**config.mk**
```make
export PLATFORM = sky130hd
export DESIGN_NAME = mmu_top
export DESIGN_NICKNAME = d
export VERILOG_FILES = /design/src/rtl/mmu_pkg.sv /design/src/rtl/mmu_regfile.sv /design/src/rtl/mmu_route.sv /design/src/rtl/mmu_xlate.sv /design/src/rtl/mmu_top.sv
export SDC_FILE = /design/constraint.sdc
export NUM_CORES = 1
export LEC_CHECK = 0
export BUFFER_PORTS_ARGS = -buffer_cell sky130_fd_sc_hd__buf_2
export CORE_MARGIN = 2
export CORE_UTILIZATION = 45
export CTS_CLUSTER_SIZE = 28
export DETAILED_ROUTE_END_ITERATION = 10
export HOLD_SLACK_MARGIN = 0.05
export PLACE_DENSITY = 0.74
export SYNTH_ARGS = -nofsm -noshare
export SYNTH_HDL_FRONTEND = slang
export SYNTH_SLANG_ARGS = --single-unit
```
**constraint.sdc**
```tcl
create_clock -name clk -period 3 [get_ports clk]
set_input_delay 0.6 -clock clk [delete_from_list [all_inputs] [get_ports clk]]
set_output_delay 0.6 -clock clk [all_outputs]
set_load 0.005 [all_outputs]
```
**src/rtl/mmu_pkg.sv**
```systemverilog
package mmu_pkg;

    // Control register bit positions
    localparam int CTL_TASK_BIT = 0;
    localparam int CTL_EN_BIT   = 1;
    localparam int CTL_VEC_BIT  = 2;
    localparam int CTL_W        = 3;

    typedef struct packed {
        logic vec_en;
        logic mmu_en;
        logic task_sel;
    } ctl_t;

    // Translation route, priority highest first: IO, VECTOR, MAP, DIRECT
    typedef enum logic [1:0] {
        SRC_DIRECT = 2'd0,
        SRC_MAP    = 2'd1,
        SRC_VECTOR = 2'd2,
        SRC_IO     = 2'd3
    } xsrc_e;

endpackage

```
**src/rtl/mmu_regfile.sv**
```systemverilog
module mmu_regfile
    import mmu_pkg::*;
#(
    parameter int BLK_W = 6,
    parameter int NREG  = 16,
    parameter int AW    = 5,
    parameter int DW    = 8
) (
    input  logic                       clk,
    input  logic                       rst_n,
    input  logic                       we,
    input  logic [AW-1:0]              addr,
    input  logic [DW-1:0]              wdata,
    output logic [DW-1:0]              rdata,
    output logic [NREG-1:0][BLK_W-1:0] map_arr,
    output ctl_t                       ctl
);
    localparam int IDX_W = $clog2(NREG);
    localparam logic [AW-1:0] CTRL_ADDR = AW'(NREG);

    logic in_map_range;
    logic unused_wdata_hi;

    assign in_map_range    = (addr < CTRL_ADDR);
    assign unused_wdata_hi = ^wdata[DW-1:BLK_W];

    // One 6-bit register per map slot
    generate
        for (genvar g = 0; g < NREG; g++) begin : g_map
            logic [BLK_W-1:0] slot_q;
            always_ff @(posedge clk or negedge rst_n) begin
                if (!rst_n) begin
                    slot_q <= '0;
                end else if (we && (addr == AW'(g))) begin
                    slot_q <= wdata[BLK_W-1:0];
                end
            end
            assign map_arr[g] = slot_q;
        end
    endgenerate

    // Control register
    always_ff @(posedge clk or negedge rst_n) begin
        if (!rst_n) begin
            ctl <= '0;
        end else if (we && (addr == CTRL_ADDR)) begin
            ctl.task_sel <= wdata[CTL_TASK_BIT];
            ctl.mmu_en   <= wdata[CTL_EN_BIT];
            ctl.vec_en   <= wdata[CTL_VEC_BIT];
        end
    end

    // Readback
    always_comb begin
        rdata = '0;
        if (in_map_range) begin
            rdata = DW'(map_arr[addr[IDX_W-1:0]]);
        end else if (addr == CTRL_ADDR) begin
            rdata = DW'({ctl.vec_en, ctl.mmu_en, ctl.task_sel});
        end
    end

endmodule

```
**src/rtl/mmu_route.sv**
```systemverilog
module mmu_route
    import mmu_pkg::*;
#(
    parameter int PAGE_W = 8
) (
    input  logic [PAGE_W-1:0] page,
    input  logic              mmu_en,
    input  logic              vec_en,
    output xsrc_e             src
);
    localparam logic [PAGE_W-1:0] IO_PAGE  = '1;
    localparam logic [PAGE_W-1:0] VEC_PAGE = IO_PAGE - PAGE_W'(1);

    // Priority: I/O page, forced vector page, mapped, direct
    always_comb begin
        if (page == IO_PAGE) begin
            src = SRC_IO;
        end else if (vec_en && (page == VEC_PAGE)) begin
            src = SRC_VECTOR;
        end else if (mmu_en) begin
            src = SRC_MAP;
        end else begin
            src = SRC_DIRECT;
        end
    end

endmodule

```
**src/rtl/mmu_xlate.sv**
```systemverilog
module mmu_xlate
    import mmu_pkg::*;
#(
    parameter int LA_W   = 16,
    parameter int BLK_W  = 6,
    parameter int SLOT_W = 3,
    parameter int PAGE_W = 8
) (
    input  xsrc_e                              src,
    input  logic [BLK_W-1:0]                   blk,
    input  logic [LA_W-1:0]                    laddr,
    output logic [BLK_W+LA_W-SLOT_W-1:0]       phys,
    output logic                               io
);
    localparam int OFF_W = LA_W - SLOT_W;
    localparam int PA_W  = BLK_W + OFF_W;

    always_comb begin
        phys = '0;
        io   = 1'b0;
        unique case (src)
            SRC_IO: begin
                phys = '0;
                io   = 1'b1;
            end
            SRC_VECTOR: begin
                phys = {{(PA_W-PAGE_W-1){1'b1}}, 1'b0, laddr[PAGE_W-1:0]};
            end
            SRC_MAP: begin
                phys = {blk, laddr[OFF_W-1:0]};
            end
            SRC_DIRECT: begin
                phys = {{(PA_W-LA_W){1'b1}}, laddr};
            end
            default: begin
                phys = '0;
                io   = 1'b0;
            end
        endcase
    end

endmodule

```
**src/rtl/mmu_top.sv**
```systemverilog
module mmu_top
    import mmu_pkg::*;
#(
    parameter int LA_W   = 16,
    parameter int BLK_W  = 6,
    parameter int SLOT_W = 3,
    parameter int NTASK  = 2,
    parameter int AW     = 5,
    parameter int DW     = 8,
    parameter int PAGE_W = 8
) (
    input  logic                          clk,
    input  logic                          rst_n,
    input  logic                          cfg_we,
    input  logic [AW-1:0]                 cfg_addr,
    input  logic [DW-1:0]                 cfg_wdata,
    output logic [DW-1:0]                 cfg_rdata,
    input  logic [LA_W-1:0]               cpu_laddr,
    output logic [BLK_W+LA_W-SLOT_W-1:0]  phys_addr,
    output logic                          io_sel
);
    localparam int NSLOT  = 1 << SLOT_W;
    localparam int NREG   = NSLOT * NTASK;
    localparam int TASK_W = (NTASK > 1) ? $clog2(NTASK) : 1;
    localparam int IDX_W  = $clog2(NREG);

    logic [NREG-1:0][BLK_W-1:0] map_arr;
    ctl_t                       ctl;
    xsrc_e                      src;
    logic [IDX_W-1:0]           map_idx;
    logic [BLK_W-1:0]           blk_sel;
    logic                       ctl_vec;

    mmu_regfile #(
        .BLK_W (BLK_W),
        .NREG  (NREG),
        .AW    (AW),
        .DW    (DW)
    ) regs_i (
        .clk     (clk),
        .rst_n   (rst_n),
        .we      (cfg_we),
        .addr    (cfg_addr),
        .wdata   (cfg_wdata),
        .rdata   (cfg_rdata),
        .map_arr (map_arr),
        .ctl     (ctl)
    );

    // Register index = task * NSLOT + window
    assign map_idx = IDX_W'({TASK_W'(ctl.task_sel), cpu_laddr[LA_W-1 -: SLOT_W]});
    assign blk_sel = map_arr[map_idx];
    assign ctl_vec = ctl.vec_en;

    mmu_route #(
        .PAGE_W (PAGE_W)
    ) route_i (
        .page   (cpu_laddr[LA_W-1 -: PAGE_W]),
        .mmu_en (ctl.mmu_en),
        .vec_en (ctl.vec_en),
        .src    (src)
    );

    mmu_xlate #(
        .LA_W   (LA_W),
        .BLK_W  (BLK_W),
        .SLOT_W (SLOT_W),
        .PAGE_W (PAGE_W)
    ) xlate_i (
        .src   (src),
        .blk   (blk_sel),
        .laddr (cpu_laddr),
        .phys  (phys_addr),
        .io    (io_sel)
    );

endmodule

```
==> results.md <==
* Status: finished, final reports clean
* Synthesized area at 5590 µm²
* Largest family of logic cells by synthesized area: multiplexers
* Htree depth at 3
* Total power at 3.79 mW
* Core box area at 12100 µm²
* WS Path Type: in -> out
* Vias in the first global route at 3836
* Crit path DAT at 2.26 ns
* Initial antenna violation count at 0
* Fin. Hold Viols at 0
* Synth top area cells: dfrtp_1, mux4_2, mux2_1
* Gpl congestion at 0.849
* Final Cycle Share at 0.953
* Clk_lat worst skew at 0.34 ns
* Via Count at 3574
* TritonCTS Buffers at 9
* Finished layout cell area at 6390 µm²
* Num ports at 60
* Post-synth cell types at 37
* Hold_buf cts at 0
* Drt drc at 0
* Drt pass-1 iters at 4
* Worst-path clk slew at 0.06 ns
* Worst-Margin Slew at 0.576 ns
* Synth Area in Compound Gates at 0.0284
* Leak pwr at 2.87 nW
* Total of max-cap violations at 0
* Rel. slew slack at 0.616
* # clock sinks at 99
* Routed WL at 12800 µm
* Die area at 13300 µm²
* Die height at 115 µm
* Synth warnings at 0
* Cell taking the most area after synthesis: dfrtp_1
* First-pass GRT wire length at 20600 µm
* Port buffer count at 55
* Mean routed wirelength per cell at 21.0 µm
* RSZ-0062 raised after global routing: no
* Num rows at 40
* Sequential-to-total area share from yosys stat at 0.443
* DRT antenna net count at 0
* Synthesized area per cell at 14.5 µm²
* Die width at 115 µm
* Crit path time final at 2.86 ns
* DR iter-0 viols at 308
* Xor-xnor portion of the synthesized cell area at 0
* Placed Area at 6100 µm²
* Slew Viols, Final at 0
* Largest net degree at the start of global routing at 65
* CP startpoint kind: primary input
* Via-per-instance ratio at 5.88
* Hold crit path type: in -> async
* Mux cell area share after synthesis at 0.417
* Clk_skew at 0 ns
* Yosys top cell area share at 0.443
* Post-synth top flop: dfrtp_1
* Post-synthesis register bit count at 99
* Final Setup Violations at 0
* Worst IR drop on VDD at 250 µV
* Post-synthesis adder-cell area fraction at 0
* Layout cell share with drive strength beyond 1 at 0.364
* Critical Path Fanout Max at 22
* GRT Util Overall at 0.209
* Power density over cell area at 593 nW/µm²
* CP required at 2.40 ns
* Total grt overflow at 0
* Initial Util at 0.463
* Final TNS setup at 0 ns
* EDFF count, synth at 0
* Fmax at 0.350 GHz
* CP Capture Type: primary output
* Post-CTS sizing at 0
* FFs w/ async S/R, synth at 1.00
* N_diodes at 0
* CTS tree: built
* Nets@finish at 467
* Clock Path Buffers at 2
* Synth Area in Simple Gates at 0.0775
* Area Growth Syn to Fin at 14.5%
* Post-CTS Setup Bufs at 0
* Worst R2R Setup Slack at 1.94 ns
* Clock root buffer: clkbuf_16
* Final HPWL from detailed placement at 9270 µm
* Syn Inst Count at 385
## kinds of logic after synthesis
kind of cell / Yosys count
flops: 99
simple gates: 74
buf+inv: 34
mux: 156
other cells: 1
compound gates: 21
## worst max-delay path, cell delays in order
cell and delay [ns]:
buf_2 0.45, mux4_2 0.41, mux4_2 0.50, nor2b_1 0.14, buf_2 0.13
## flip-flops by register name, indices dropped and copies added, names as in the netlist
| register | count |
|---|---|
| regs_i.g_map.slot_q | 96 |
| regs_i.ctl | 3 |
## cell usage after synthesis, types with 4 or more instances
cell       n
nor2b_1   11
nor3_1     4
clkbuf_1  12
mux2_1    78
and3_1     5
nand2_1   16
dfrtp_1   99
buf_4      4
buf_6      4
buf_2     11
mux2_2    21
mux4_2    50
and2_1    13
o31ai_1    4
nand3_1    8
nor2_1     5
mux2i_1    6
## cell type report
type                    instances  area [µm²]
clock inverters                 5        52.6
flip-flops and latches         99        2480
inverters                       2        7.51
well taps                     168         210
multi-input cells             253        2930
repair buffers                 70         478
fillers                       962        5670
clock buffers                  11         243
## metrics by stage
| step | util | hold slack, ns | instances | setup WS, ns |
|---|---|---|---|---|
| floorplan | - | 0.304 | 386 | 0.510 |
| CTS | 0.530 | 0.230 | 608 | 0.137 |
| global placement | 0.506 | 0.482 | 592 | 0.157 |
| global route | 0.530 | 0.249 | 608 | 0.0898 |
| detailed placement | 0.506 | 0.493 | 592 | 0.138 |
| finish | 0.530 | 0.216 | 608 | 0.141 |
## final timing paths
path                                                             start                                      to  cells after the start
max in group asynchronous                                        rst_n   regs_i.g_map[4].slot_q[5]$_DFFE_PN0P_                      2
worst max register to register               regs_i.ctl[0]$_DFFE_PN0P_               regs_i.ctl[0]$_DFFE_PN0P_                      1
worst min register to register  regs_i.g_map[11].slot_q[3]$_DFFE_PN0P_  regs_i.g_map[11].slot_q[3]$_DFFE_PN0P_                      1
worst max-delay path                                       cfg_addr[1]                            cfg_rdata[4]                      5
worst min-delay path                                             rst_n  regs_i.g_map[11].slot_q[1]$_DFFE_PN0P_                      1
min in group clk                regs_i.g_map[11].slot_q[3]$_DFFE_PN0P_  regs_i.g_map[11].slot_q[3]$_DFFE_PN0P_                      1
## cell usage in the layout (no fill, tap or decap), drive strengths merged, types with 2 or more instances in the layout
master,instances
nand3,8
nor2,5
a22oi,3
o22ai,3
nor3,4
dfrtp,99
a211oi,3
o31ai,4
nor3b,3
clkinv,3
nand2,16
mux4,51
mux2i,6
clkbuf,11
and2,13
conb,2
mux2,99
and4bb,2
buf,70
inv,2
nor2b,12
and3,5
a22o,3
a211o,3
## where the power goes
group	internal, mW	switching [mW]	leakage, nW
Clock	0.665	0.482	0.145
Sequential	1.60	0.207	1.27
Combinational	0.515	0.327	1.46
Total	2.78	1.02	2.87
## layer usage
metal | track usage | share of wire | vias up
li1 | - | - | 1582
met1 | 0.268 | 0.42 | 1850
met2 | 0.353 | 0.50 | 124
met3 | 0.0434 | 0.070 | 18
met4 | 0.0747 | 0.016 | 0
met5 | 0 | 0 | -
Note: power is estimated with default switching activity, not from simulation.
